File: src/rtl/xfilt_status_reg.sv
module xfilt_status_reg #(
  parameter int W = 16
) (
  input  logic         clk,
  input  logic         rst_n,
  input  logic [W-1:0] cond_i,
  input  logic         clr_i,
  input  logic         wr_en,
  input  logic [1:0]   wr_sel,
  input  logic [W-1:0] wr_data,
  input  logic         rd_en,
  input  logic [2:0]   rd_sel,
  output logic [W-1:0] rd_data,
  output logic         summary_o
);

  localparam logic [W-1:0] VMASK = {1'b0, {(W-1){1'b1}}};

  logic [W-1:0] cond_q, ptr_q, ntr_q, en_q, ev_q;
  logic [W-1:0] cond_s, hit;
  logic         ev_clr;

  assign cond_s = cond_i & VMASK;
  assign hit    = ((cond_s & ~cond_q & ptr_q) | (~cond_s & cond_q & ntr_q)) & VMASK;
  assign ev_clr = clr_i | (rd_en && rd_sel == 3'd3);

  always_ff @(posedge clk or negedge rst_n) begin
    if (!rst_n) begin
      cond_q <= '0;
      ptr_q  <= VMASK;
      ntr_q  <= '0;
      en_q   <= '0;
      ev_q   <= '0;
    end else begin
      cond_q <= cond_s;
      ev_q   <= (ev_clr ? '0 : ev_q) | hit;
      if (wr_en) begin
        case (wr_sel)
          2'd0:    ptr_q <= wr_data & VMASK;
          2'd1:    ntr_q <= wr_data & VMASK;
          2'd2:    en_q  <= wr_data & VMASK;
          default: ;
        endcase
      end
    end
  end

  always_comb begin
    case (rd_sel)
      3'd0:    rd_data = cond_q;
      3'd1:    rd_data = ptr_q;
      3'd2:    rd_data = ntr_q;
      3'd3:    rd_data = ev_q;
      3'd4:    rd_data = en_q;
      default: rd_data = '0;
    endcase
  end

  assign summary_o = |(ev_q & en_q);

endmodule

File: config.mk
export PLATFORM = sky130hd
export DESIGN_NAME = xfilt_status_reg
export DESIGN_NICKNAME = d
export VERILOG_FILES = /design/src/rtl/xfilt_status_reg.sv
export SDC_FILE = /design/constraint.sdc
export NUM_CORES = 1
export LEC_CHECK = 0
export CORE_ASPECT_RATIO = 1.1
export CORE_MARGIN = 2
export CORE_UTILIZATION = 50
export CTS_CLUSTER_DIAMETER = 30
export DETAILED_ROUTE_END_ITERATION = 6
export PLACE_DENSITY = 0.76
export SYNTH_ARGS = -nofsm -noshare
export SYNTH_HDL_FRONTEND = slang
export SYNTH_SLANG_ARGS = --single-unit
File: constraint.sdc
create_clock -name clk -period 1.5 [get_ports clk]
set_input_delay 0.15 -clock clk [delete_from_list [all_inputs] [get_ports clk]]
set_output_delay 0.15 -clock clk [all_outputs]
set_load 0.02 [all_outputs]
**Yosys cells after proc, flatten, opt, wreduce, memory -nomap -nowiden**

Cells that the tools add are included.

- Flip-flop bits (word level): 76

- Equal/unequal tests: 6
- Multiplexer cells: 2
- Bitwise operators: 10
- Reductions and logical operators: 7

Operator list:

| kind | count |
|---|---|
| one-hot mux 16 bit (5 select lines) | 1 |
| AND 15 bit | 4 |
| inverter 15 bit | 2 |
| AND 16 x 15 -> 16 bit | 1 |
| two-way mux 16 bit | 1 |
| bitwise OR 16 x 15 -> 16 bit | 1 |
| OR reduction 16 bit | 1 |
| bitwise OR 15 bit | 1 |
| == test 3 x 2 -> 1 bit (second input constant) | 2 |
| AND reduction 2 bit | 3 |
| == test 3 x 1 -> 1 bit (second input constant) | 1 |
| == test 3 bit (second input constant) | 1 |
| logical NOT 3 bit | 1 |
| == test 2 x 1 -> 1 bit (second input constant) | 1 |
| == test 2 bit (second input constant) | 1 |
| logical NOT 2 bit | 1 |
| logical AND 1 bit | 1 |
| bitwise OR 1 bit | 1 |

**Depth between registers and ports, before layout**

- Depth in word-level cells: 5
- Depth in mapped cells: 6
- Gate-level depth less buffers: 3

**Worst setup path after synthesis**

OpenSTA, ideal clock, no wires.

- Path kind: in2out
- From: input rd_sel[0]
- To: output rd_data[0]
- Arrival: 1.257 ns
- Data required time: 1.350 ns
- Slack: 0.093 ns
- Stages: 6
- Buffers on the path: 3
- Cells stage by stage: buf_6 nor2b_4 buf_6 buf_2 a22oi_1 o21ai_0

- Word-level cells in the longest chain between the ends: 2
- Elaborated cells on any way between the ends: 6
- Classes of those cells: eq/ne: 4; mux: 1; reduce/logical: 1

RTL lines:

| element | RTL line | text |
|---|---|---|
| start, declared | 12 | `input logic [2:0] rd_sel,` |
| == test 3 bit (tied with other cells) | 49 | `case (rd_sel)` |
| one-hot mux 16 bit (5 select lines) * | 49 |  |
| end, declared | 13 | `output logic [W-1:0] rd_data,` |

Every way passes the cells marked *; elsewhere a longest branch is shown, timed or not.

**Worst setup path in the final report**

- From: register ev_q[9]
- To: output summary_o

- Word-level cells in the longest chain between the ends: 2

RTL lines:

| element | RTL line | text |
|---|---|---|
| start, declared | 19 | `logic [W-1:0] cond_q, ptr_q, ntr_q, en_q, ev_q;` |
| start signal, assigned | 36 | `ev_q <= (ev_clr ? '0 : ev_q) \| hit;` |
| AND 16 x 15 -> 16 bit | 59 | `assign summary_o = \|(ev_q & en_q);` |
| OR reduction 16 bit | 59 |  |
| end, declared | 14 | `output logic summary_o` |

Every way passes these cells.

==> run summary <==
The run finished, with violations left. The checks that failed: setup timing. TritonCTS built the clock tree. Leaving out fill and tap cells, the most frequent cell in the layout is buf_4. The critical path data required time is 1350 ps.

59 I/O pins were placed. Synthesis handed over a netlist of 275 instances. For this design, the slowest cell found on the critical path is dfrtp_1. The number of antenna diodes in the final layout is 0. When the netlist entered floorplanning its net count stood at 317. The final worst-path setup slack was -354 ps; the clock sink total was 75.

The net count of the finished layout is 444. The initial antenna violation count is 0. The floorplan has 32 rows.

The number of I/O port buffers is 55, and the share of Yosys cell area claimed by the top area cell type is 42.1%. Of all cell types, the one taking the most synthesized area is dfrtp_1. The logs give 2953 for the via count and 0.539 GHz for the achievable frequency.

The beginning of the worst register-to-register path is ntr_q[5]$_DFFE_PN0P_. The post-detailed-route via-to-cell ratio works out to 6.00. The core region area is 0.00697 mm², and the overall routed net length is 9770 µm. For this run the aggregate overflow at the end of global routing stands at 0. The max-slew violation count is 0, and the minimum setup slack after placement is -786 ps.

The violation count after the first detailed-route iteration came out at 217. The synthesis-to-finish area growth is 39.5%. The signal on the critical path passes through a222oi_1 > and3_1 > nand4_1 > buf_2.

The tools report the startpoint type of the worst setup path as a flip-flop. The cell area power density is 1200 mW/mm². The tools report the netlist area before placement as 0.00357 mm². Across the run, the number of max-cap violations was 0. The tools report the sum of net half-perimeters after detailed placement as 6560 µm.

The floorplan step set the die height to 92.6 µm. The run gives 0 as the final hold violation count. The later pin in the worst-skew pair is clocked with a latency of 350 ps. VDD sags by at most 0.000759 V. The floorplan step set the die width to 84.5 µm. The kind of cell with the highest combined delay on the critical path is flip-flops. The initial standard-cell utilization of the core was 51.2%; the number of synthesized register bits was 75.

The path class of the tightest hold or removal check is in -> async. The sequential area share after synthesis was 53.2%; the routed length per instance was 19.9 µm. Type of the setup path with the least slack: reg -> out. Entering global routing, the biggest net connects 49 pins.

Path depth of the worst reg2reg path: 3. The logs give 2 for the maximum buffer depth of the clock tree and 25.1% for the aggregate global-route resource usage. The fraction of the cycle the final worst path needs was 124%. The run gives 1700 ps as the data arrival time of the critical path. The routability-driven placement congestion ratio was 0.874. The clock transition time at the flip-flop clock pins of the worst setup and hold paths was 80 ps; the largest fanout of any net on the critical path was 3. The minimum clock period is 1850 ps. Total iterations of the first detailed-routing run: 4.

The post-route netlist has 49.4% of its cells at a drive strength greater than 1. The worst register-to-register path has a setup slack of 500 ps. Across the routed clock network, the largest skew measured is 7.77 ps. Yosys printed 0 warnings. Number of global-route vias before repair: 3049. STA classifies the critical path endpoint as an output port. The detail route stage leaves a number of antenna-violating nets equal to 0. In this run, distinct cell masters in the synthesized netlist total 28.

The number of clock buffers added by TritonCTS is 9. In this design, the stage delay of the slowest critical-path cell is 420 ps. In this run the critical register-to-register path is captured at ntr_q[5]$_DFFE_PN0P_.

A synthesized cell averages 13.0 µm². The first global-routing pass estimated 15100 µm of wire. The cell sitting at the root of the clock tree is a clkbuf_8.

The run gives 492 as the number of filler cells placed in the layout. The count of buffer and inverter cells on the critical path is 1, and the floorplan die area is 0.00782 mm². Setup repair after global routing could not meet its margin everywhere. After detailed routing, the number of remaining DRC violations is 0. The analysis attributes to cell leakage a power of 2.17 nW. Ranked by total cell area, the synthesized netlist is headed by dfrtp_1 (42%), mux2_2 (19%), dfstp_2 (11%).

The setup violation total in the final timing report came out at 16. In the layout the commonest cells are buf_4 (68), dfrtp_1 (60), mux2_2 (56). The H-tree was split into 3 levels. The run gives -1890 ps as the total negative slack.
-- state kept, by name, summed over array words and instances (netlist names) --
signal / count
ntr_q: 15
ev_q: 15
cond_q: 15
en_q: 15
ptr_q: 15
-- synth_stat cells (all sizes together) --
cell type / instances
dfrtp: 60
mux2: 60
a22oi: 18
nand3b: 17
inv: 16
nand2: 16
a32oi: 15
dfstp: 15
o21ai: 15
o221ai: 15
buf: 13
nor2b: 3
clkbuf: 2
a221oi: 1
a222oi: 1
a22o: 1
a2bb2oi: 1
a31o: 1
and3: 1
conb: 1
nand4: 1
nor2: 1
nor3b: 1
-- worst max path at each step --
stage                      startpoint           to  slack (ps)  depth (start not counted)
finish              ev_q[9]$_DFF_PN0_    summary_o        -350                          4
global route        ev_q[9]$_DFF_PN0_    summary_o        -390                          4
CTS                 ev_q[9]$_DFF_PN0_    summary_o        -350                          4
detailed placement          rd_sel[0]  rd_data[14]        -790                          6
global placement            rd_sel[0]  rd_data[14]        -720                          6
floorplan                   rd_sel[0]   rd_data[0]          90                          6
-- cells by family after synthesis --
| logic type | Yosys count | share of synthesized area (%) |
|---|---|---|
| other | 1 | 0.105 |
| AOI/OAI and AO/OA | 68 | 16.5 |
| and+or+nand+nor | 40 | 6.81 |
| buffers and inverters | 31 | 4.46 |
| muxes | 60 | 18.9 |
| DFF | 75 | 53.2 |
-- power breakdown --
part	internal (mW)	leakage, nW	switching [mW]
Clock	0.926	0.110	0.762
Sequential	2.41	0.874	0.239
Combinational	0.949	1.19	0.689
-- area by class of cell --
| cell class | instances | area [µm²] | share of cell area [%] |
|---|---|---|---|
| Clock buffer | 10 | 128 | 2.56 |
| Clock inverter | 6 | 80.1 | 1.61 |
| Inverter | 16 | 60.1 | 1.21 |
| Multi-Input combinational cell | 169 | 1560 | 31.4 |
| Sequential cell | 75 | 1900 | 38.1 |
| Tap cell | 85 | 106 | 2.14 |
| Timing Repair Buffer | 131 | 1140 | 23.0 |
-- worst register-to-register path, cell delays in order (launching register included) --
cell     delay, ps
dfrtp_1        390
buf_4          130
buf_4          120
mux2_2         250
-- timing repair --
| action | in CTS | in global routing |
|---|---|---|
| hold buffers | 1 | 0 |
| buffers inserted | 4 | 2 |
| cloned | 0 | 1 |
| pin swaps | 2 | 3 |
| setup endpoints to repair | 16 | 16 |
| resized for setup | 97 | 17 |
| endpoints found under the hold margin | 12 | 0 |
-- routing by layer --
metal,vias to the layer above,global-route usage [%],wire [µm]
li1,1292,-,-
met2,125,40.4,4910
met5,-,0,0
met4,0,13.2,289
met3,33,4.37,588
met1,1503,32.5,3980
-- metrics by stage --
| step | std cells | utilization (%) | power, mW | hold slack, ps | cell area (µm²) |
|---|---|---|---|---|---|
| CTS | 489 | 69.9 | 5.90 | 238 | 4870 |
| floorplan | 275 | - | 3.37 | -146 | 3570 |
| finish | 492 | 71.4 | 5.97 | 238 | 4980 |
| global route | 492 | 71.4 | 6.20 | 271 | 4980 |
| global placement | 468 | 67.5 | 4.19 | 80.8 | 4700 |
| detailed placement | 468 | 67.5 | 4.25 | 83.3 | 4700 |
Note: power is estimated with default switching activity, not from simulation.
